## src/rtl/pp_pkg.sv

```systemverilog
package pp_pkg;
    parameter int PP_LINES = 8;
    localparam int PP_SEL_W = $clog2(PP_LINES);
    localparam int AUX_W = 8;
    localparam logic [2:0] CFG_TAG = 3'b011;
    localparam logic [AUX_W-1:0] CMD_LOCAL_RST = 8'h02;

    typedef struct packed {
        logic                en;
        logic                sense;
        logic [PP_SEL_W-1:0] sel;
    } pp_cfg_t;

    typedef enum logic [1:0] {
        AUX_IGNORE = 2'd0,
        AUX_CONFIG = 2'd1,
        AUX_RESET  = 2'd2
    } aux_kind_e;

    localparam pp_cfg_t CFG_CLEAR = '{en: 1'b0, sense: 1'b0, sel: '0};

    function automatic aux_kind_e classify_aux(input logic [AUX_W-1:0] b);
        if (b[7:5] == CFG_TAG)
            return AUX_CONFIG;
        else if (b == CMD_LOCAL_RST)
            return AUX_RESET;
        else
            return AUX_IGNORE;
    endfunction

    function automatic pp_cfg_t unpack_cfg(input logic [AUX_W-1:0] b);
        pp_cfg_t c;
        c.en    = ~b[4];
        c.sense = b[3];
        c.sel   = b[PP_SEL_W-1:0];
        return c;
    endfunction
endpackage

```

## src/rtl/pp_aux_decode.sv

```systemverilog
module pp_aux_decode
    import pp_pkg::*;
(
    input  logic             aux_wr,
    input  logic [AUX_W-1:0] aux_data,
    output logic             cfg_load,
    output logic             local_rst,
    output pp_cfg_t          cfg_next
);
    aux_kind_e kind;

    always_comb begin
        kind      = classify_aux(aux_data);
        cfg_load  = aux_wr && (kind == AUX_CONFIG);
        local_rst = aux_wr && (kind == AUX_RESET);
        cfg_next  = unpack_cfg(aux_data);
    end
endmodule

```

## src/rtl/pp_state.sv

```systemverilog
module pp_state
    import pp_pkg::*;
(
    input  logic    clk,
    input  logic    rst,
    input  logic    local_rst,
    input  logic    cfg_load,
    input  pp_cfg_t cfg_next,
    input  logic    srv_wr,
    input  logic    srv_val,
    output pp_cfg_t cfg_q,
    output logic    ist_q
);
    always_ff @(posedge clk) begin
        if (rst || local_rst) begin
            cfg_q <= CFG_CLEAR;
            ist_q <= 1'b0;
        end else begin
            if (cfg_load)
                cfg_q <= cfg_next;
            if (srv_wr)
                ist_q <= srv_val;
        end
    end
endmodule

```

## src/rtl/pp_drive.sv

```systemverilog
module pp_drive
    import pp_pkg::*;
(
    input  pp_cfg_t             cfg,
    input  logic                ist,
    input  logic                bus_atn,
    input  logic                bus_eoi,
    output logic [PP_LINES-1:0] resp
);
    logic answer;

    always_comb begin
        answer = cfg.en && bus_atn && bus_eoi && (cfg.sense ~^ ist);
    end

    for (genvar i = 0; i < PP_LINES; i++) begin : g_line
        assign resp[i] = answer && (cfg.sel == PP_SEL_W'(i));
    end
endmodule

```

## src/rtl/pp_responder.sv

```systemverilog
module pp_responder
    import pp_pkg::*;
(
    input  logic                clk,
    input  logic                rst,
    input  logic                aux_wr,
    input  logic [AUX_W-1:0]    aux_data,
    input  logic                srv_wr,
    input  logic                srv_val,
    input  logic                bus_atn,
    input  logic                bus_eoi,
    output logic [PP_LINES-1:0] resp_lines
);
    logic    cfg_load;
    logic    local_rst;
    pp_cfg_t cfg_next;
    pp_cfg_t cfg_q;
    logic    ist_q;

    pp_aux_decode u_dec (
        .aux_wr    (aux_wr),
        .aux_data  (aux_data),
        .cfg_load  (cfg_load),
        .local_rst (local_rst),
        .cfg_next  (cfg_next)
    );

    pp_state u_state (
        .clk       (clk),
        .rst       (rst),
        .local_rst (local_rst),
        .cfg_load  (cfg_load),
        .cfg_next  (cfg_next),
        .srv_wr    (srv_wr),
        .srv_val   (srv_val),
        .cfg_q     (cfg_q),
        .ist_q     (ist_q)
    );

    pp_drive u_drive (
        .cfg     (cfg_q),
        .ist     (ist_q),
        .bus_atn (bus_atn),
        .bus_eoi (bus_eoi),
        .resp    (resp_lines)
    );
endmodule

```

## config.mk

```make
export PLATFORM = sky130hd
export DESIGN_NAME = pp_responder
export DESIGN_NICKNAME = d
export VERILOG_FILES = /design/src/rtl/pp_pkg.sv /design/src/rtl/pp_aux_decode.sv /design/src/rtl/pp_state.sv /design/src/rtl/pp_drive.sv /design/src/rtl/pp_responder.sv
export SDC_FILE = /design/constraint.sdc
export NUM_CORES = 1
export LEC_CHECK = 0
export BUFFER_PORTS_ARGS = -buffer_cell sky130_fd_sc_hd__buf_2
export CAP_MARGIN = 20
export CORE_AREA = 2 2 39 41
export CTS_CLUSTER_SIZE = 14
export DETAILED_ROUTE_END_ITERATION = 10
export DIE_AREA = 0 0 41 43
export PLACE_DENSITY = 0.52
export SLEW_MARGIN = 40
export SYNTH_ARGS = -nofsm -noshare
export SYNTH_HDL_FRONTEND = slang
export SYNTH_SLANG_ARGS = --single-unit
```

## constraint.sdc

```tcl
create_clock -name clk -period 1.4 [get_ports clk]
set_input_delay 0.21 -clock clk [delete_from_list [all_inputs] [get_ports clk]]
set_output_delay 0.21 -clock clk [all_outputs]
set_load 0.01 [all_outputs]
```

==> impl_metrics.tcl, run 1 <==
set metrics [dict create \
    hp-start "srv_val" \
    critPathLaunchType "flip-flop" \
    worst_pin_slew_ns 0.249 \
    cp.arrival_ns 1.23 \
    fin_crit_ns 1.44 \
    avgRoutedWirePerCell_um 10.5 \
    min_to "u_state.ist_q" \
    synth_area_sq_um 329 \
    critical_path.slowest_cell "dfxtp_2" \
    postRouteAntennaNets 0 \
    rows 14 \
    place_area_sq_um 459 \
    die-area_sq_um 1760 \
    timing.rr.start "u_state.cfg_q[1]" \
    yosysSeqAreaShare_pct 36.5 \
    fin_hold_ws_ns 0.204 \
    relSlewSlack_pct 83.4 \
    reg2reg_depth 2 \
    timing.rr.end "u_state.cfg_q[1]" \
    clock-root-buffer "clkbuf_4" \
    vias 373 \
    clk_latency_ns 0.25 \
    outcome "complete, but fails checks" \
    n_antenna_cell 0 \
    leakagePower_nw 0.271 \
    grt_pass1_wl_um 1240 \
    core_area_sq_um 1380 \
    required_ns 1.19 \
    power.density_nw_per_um2 787 \
    nets 80 \
    crit_fanout 4 \
    hpwl_um 654 \
    r2r_setup_slack_ns 0.73 \
    clk_pin_slew_ns 0.05 \
    cp-end-kind "output port" \
    drv_slew 0 \
    grt_pass1_vias 323 \
    cts.sinks 6 \
    syn_nets 53 \
    setup_viol 1 \
    dr.pass1.iters 4 \
    min_path_type "input pin to flip-flop" \
    fin_util_pct 36.5 \
    setup_slack_ns -0.0391 \
    n_fill_cell 146 \
    grt_overflow_total 0 \
    avgViaCountPerCell 4.72 \
    yosys_warnings 0 \
    multiInputGateArea_sq_um 228 \
    timing.critical_path.cells "xnor2_2, nand3b_1, nor3_1, buf_2" \
    cap_viol_max_count 0 \
    drive_above_1_share_pct 52.4 \
    syn_area_per_cell_sq_um 8.66 \
    rsz0062_at_grt "true" \
    ios 23 \
    antenna_found_initial 0 \
    crit_type "flip-flop to output port" \
    cts_tree "yes" \
    grt_usage_pct 11.0 \
    final-seq-area_sq_um 121 \
    synth_cells 38 \
    clockBufferDepth 2 \
    initial_core_util_pct 23.8 \
    period_share_pct 103 \
    finClkSkew_ns 0 \
    synth_cell_types 14 \
    final_common_cell "buf_2" \
    hold_viol 0 \
    violations "negative setup slack" \
    timing.fmax_ghz 0.695 \
    htreeDepth 1 \
    die_h_um 43 \
    cpPeakStageDelay_ns 0.33 \
    cts_made_buffers 3 \
    routed_wl_um 827 \
    layout_common_cells "22 x buf_2, 12 x nor2_1, 6 x mux2i_1" \
    postCtsSetupBuffers 0 \
    synth_seq_cells 6 \
    numPortBuffers 22 \
    grt_max_degree 7 \
    max-vdd-ir-drop_mv 0.413 \
    drc 0 \
    areaGrowthSynthToFinish_pct 53.6 \
    final_cell_area_sq_um 505 \
    place.gp.congestion 0.738 \
    dieWidth_um 41 \
    hold-path-cell-count 3 \
    drt_iter0_markers 10 \
]
==> per-layer routing <==
metal | up-vias | GRT usage (%) | wire [um]
met2 | 14 | 16.9 | 439
met3 | 0 | 3.14 | 60
met5 | - | 0 | 0
li1 | 187 | - | -
met4 | 0 | 10.0 | 0
met1 | 172 | 11.0 | 328
==> how the worst max path moves through the flow <==
stage	startpoint	end	slack, ns	cells after the start
after detailed placement	u_state.cfg_q[3]	resp_lines[4]	0.22	4
after global placement	u_state.cfg_q[3]	resp_lines[0]	0.23	4
after global routing	u_state.ist_q	resp_lines[0]	-0.13	4
after CTS	u_state.ist_q	resp_lines[0]	-0.05	4
after floorplan	u_state.cfg_q[3]	resp_lines[0]	0.29	3
final	u_state.ist_q	resp_lines[0]	-0.04	4
==> per-stage QoR <==
step           power [mW]  cells  setup TNS [ns]  worst slack, ns
2_1_floorplan       0.203     38               0            0.289
3_3_place_gp        0.230     76               0            0.229
3_5_place_dp        0.230     76               0            0.216
4_1_cts             0.406     79         -0.0588          -0.0513
5_1_grt             0.428     79          -0.407           -0.131
6_report            0.398     79         -0.0391          -0.0391
==> synth_stat cells <==
cell	number	area share (%)
dfxtp_1	6	37
nor4b_2	1	4.6
mux2i_1	6	18
and3_1	1	1.9
nand2b_1	2	3.8
nor2_1	12	14
nand4b_2	1	4.6
inv_1	1	1.1
a41o_2	1	3.4
xnor2_1	1	2.7
nand2_1	1	1.1
nand3_1	1	1.5
nand3b_1	1	2.3
nor3_1	3	4.6
==> cells by family (layout without fill, tap and decap cells) <==
| logic type | Yosys count | count (layout) | synth area share [%] |
|---|---|---|---|
| mux | 6 | 6 | 18.3 |
| flops | 6 | 6 | 36.5 |
| compound gates | 1 | 1 | 3.42 |
| xor+xnor | 1 | 1 | 2.66 |
| buf+inv | 1 | 26 | 1.14 |
| simple gates | 23 | 23 | 38.0 |
==> timing repair <==
item,CTS,global route
pin swaps,4,6
gates resized for setup,5,0
setup endpoints to repair,4,8
hold buffers,0,0
==> power breakdown <==
part	total, mW	switching (mW)	leakage [nW]	internal [mW]
combinational	0.0491	0.0212	0.208	0.0279
sequential	0.182	0.00521	0.0491	0.176
clock	0.167	0.0696	0.0138	0.0975
==> layout make-up <==
type                       count  area share (%)
tap                           16            3.96
clock buffer                   3            4.46
inverter                       1           0.743
timing repair buffer          22            21.8
multi-input combinational     31            45.0
sequential                     6            24.0
==> worst max-delay path: cells and delay by family, from the launching register on <==
kind | cells | cell delay [ns]
xor+xnor | 1 | 0.18
buf+inv | 1 | 0.15
flops | 1 | 0.33
simple gates | 2 | 0.32
==> state kept, by name (all words and copies together), names as in the netlist <==
register / flops
u_state.cfg_q: 5
u_state.ist_q: 1
Power figures use the tool's default switching activity.
==> run 2: changes to the inputs <==
- ABC_AREA: default -> 1
- CORE_AREA: 2 2 39 41 -> default
- CORE_MARGIN: default -> 2
- CORE_UTILIZATION: default -> 30
- DIE_AREA: 0 0 41 43 -> default
- PLACE_DENSITY: 0.52 -> 0.57
- SKIP_CTS_REPAIR_TIMING: default -> 1
==> run 2 against run 1 <==
The run now ends clean. Synthesized area is 27% higher. Worst hold slack better by 0.016 ns. Non-clock buffer count is 1 higher. Sequential cell count stayed put. Core utilization is 9.0 points higher. First-iteration DRC count is 60% lower. Final area is 17% higher. Total power is 0.90% higher. Highest routed layer is now met4.
==> impl_metrics.tcl, run 2 <==
set metrics [dict create \
    outcome "completed" \
    min_path_type "input pin to flip-flop" \
    synth_seq_cells 6 \
    clockPowerShare_pct 39.1 \
    final_common_cell "buf_2" \
    hp-start "srv_val" \
    fin_util_pct 45.5 \
    timing.fmax_ghz 0.733 \
    synth_xor_xnor_area_share_pct 2.10 \
    required_ns 1.19 \
    avgRoutedWirePerCell_um 7.84 \
    cts_made_buffers 3 \
    n_antenna_cell 0 \
    postRouteAntennaNets 0 \
    drive_above_1_share_pct 37.0 \
    critical_path.slowest_cell "dfxtp_2" \
    initial_core_util_pct 32.0 \
    setup_viol 0 \
    synth_fa_ha_area_share_pct 0 \
    vias 480 \
    reg2reg_depth 4 \
    timing.rr.start "u_state.cfg_q[0]" \
    crit_type "flip-flop to output port" \
    clk_pin_slew_ns 0.04 \
    dieWidth_um 41.3 \
    numPortBuffers 22 \
    comb_power_share_pct 15.4 \
    internal-power_uw 304 \
    timing.rr.end "u_state.cfg_q[0]" \
    cp.arrival_ns 1.15 \
    min_to "u_state.ist_q" \
    period_share_pct 97.5 \
    grt_max_degree 8 \
    clk_latency_ns 0.24 \
    routed_wl_um 902 \
    r2r_setup_slack_ns 0.66 \
    max-vdd-ir-drop_mv 0.366 \
    relSlewSlack_pct 85.7 \
    grt_pass1_wl_um 1300 \
    dr.pass1.iters 4 \
    synth_area_sq_um 417 \
    worst_pin_slew_ns 0.214 \
    switching_share_pct 24.3 \
    die-area_sq_um 1700 \
    synth-edff-count 0 \
    yosys_warnings 0 \
    largest-register "u_state.cfg_q" \
    hold-path-cell-count 3 \
    top_regs "u_state.cfg_q: 5 flops, u_state.ist_q: 1 flops" \
    instances_no_fill 115 \
    drc 0 \
    die_h_um 41.3 \
    cpPeakStageDelay_ns 0.33 \
    core_area_sq_um 1300 \
    cts_tree "yes" \
    rsz0062_at_grt "true" \
    rows 13 \
    yosysTopAreaCellShare_pct 28.8 \
    cts.sinks 6 \
    n_fill_cell 155 \
    critPathLaunchType "flip-flop" \
    synth_cell_types 12 \
    dpl.cell_count 111 \
    hpwl_um 716 \
    nets 117 \
    pwr-share-seq_pct 45.4 \
    layout_common_cells "22 x buf_2, 19 x nand2_1, 17 x nor2_1" \
    total_power_uw 401 \
    drt_iter0_markers 4 \
    cap_viol_max_count 0 \
    largest_reg_flops 5 \
    htreeDepth 1 \
    antenna_found_initial 0 \
    place.gp.congestion 0.681 \
    timing.critical_path.cells "xnor2_2, nand3b_1, nor2_1, buf_2" \
    grt_usage_pct 12.5 \
    clockBufferDepth 2 \
    synth_top_family_by_area "simple AND/OR/NAND/NOR gates" \
    yosysSeqAreaShare_pct 28.8 \
    grt_pass1_vias 351 \
    ios 23 \
    synthMostInstantiatedCell "nand2_1" \
    synth_top_cell_by_area "dfxtp_1" \
    hold_viol 0 \
    synth_common_cells "19 x nand2_1, 17 x nor2_1, 13 x inv_1" \
    synth_compound_area_share_pct 0 \
    grt_overflow_total 0 \
    synth-simple-area-share_pct 52.3 \
    fin_hold_ws_ns 0.220 \
    ys.flop_type "dfxtp_1" \
    async_flop_share_pct 0 \
    clock-root-buffer "clkbuf_4" \
    synthTopCellsByArea "dfxtp_1 29%, nand2_1 17%, nor2_1 15%" \
    crit_fanout 4 \
    finClkSkew_ns 0 \
    leakagePower_nw 0.319 \
    synth_cells 74 \
    switching_power_uw 97.3 \
    avgViaCountPerCell 4.17 \
    cp-end-kind "output port" \
    areaGrowthSynthToFinish_pct 42.0 \
    syn_nets 89 \
    drv_slew 0 \
    synthMuxAreaShare_pct 2.40 \
    power.density_nw_per_um2 678 \
    fin_crit_ns 1.36 \
    syn_area_per_cell_sq_um 5.63 \
]
## run 2: how the worst max path moves through the flow
stage / start / to / slack, ns / cells past startpoint
5_1_grt: u_state.cfg_q[3] / resp_lines[0] / -0.07 / 4
6_report: u_state.cfg_q[3] / resp_lines[3] / 0.04 / 4
3_5_place_dp: u_state.cfg_q[3] / resp_lines[0] / 0.28 / 4
3_3_place_gp: u_state.cfg_q[3] / resp_lines[3] / 0.31 / 4
4_1_cts: u_state.cfg_q[3] / resp_lines[0] / 0.02 / 4
2_1_floorplan: u_state.cfg_q[3] / resp_lines[0] / 0.39 / 3
## run 2: area by class of cell
| class | count | area, sq um | area share (%) |
|---|---|---|---|
| Tap cell | 15 | 18.8 | 3.17 |
| Inverter | 16 | 60.1 | 10.1 |
| Sequential cell | 6 | 124 | 20.9 |
| Timing Repair Buffer | 23 | 118 | 19.9 |
| Multi-Input combinational cell | 52 | 249 | 42.1 |
| Clock buffer | 3 | 22.5 | 3.81 |
## run 2: stage by stage
| step | setup slack [ns] | instance area (sq um) | setup TNS [ns] |
|---|---|---|---|
| finish | 0.0350 | 592 | 0 |
| global route | -0.0657 | 592 | -0.235 |
| CTS | 0.0188 | 568 | 0 |
| detailed placement | 0.284 | 546 | 0 |
| global placement | 0.308 | 546 | 0 |
| floorplan | 0.389 | 417 | 0 |
## run 2: kinds of logic (layout without fill, tap and decap cells)
kind of cell,Yosys count,after routing
buf+inv,16,42
simple gates,50,50
mux,1,1
xor+xnor,1,1
flops,6,6
## run 2: metal layers
layer	global-route usage [%]	up-vias	part of all wire (%)
met2	20.3	19	50
met1	11.8	185	41
li1	-	274	-
met4	12.1	0	1.8
met3	4.89	2	7.0
met5	0	-	0
## run 2: worst max-delay path, delay by kind of cell, from the launching register on
family / cells / cell delay [ns]
AND/OR/NAND/NOR: 2 / 0.28
flip-flops: 1 / 0.33
buffers and inverters: 1 / 0.13
XOR/XNOR: 1 / 0.17
## run 2: power groups by stage
stage	sequential (mW)	combinational, mW	clock (mW)
after floorplan	0.183	0.0331	0
after global placement	0.184	0.0590	0
after detailed placement	0.184	0.0598	0
after CTS	0.181	0.0600	0.164
after global routing	0.183	0.0705	0.176
final	0.182	0.0620	0.157
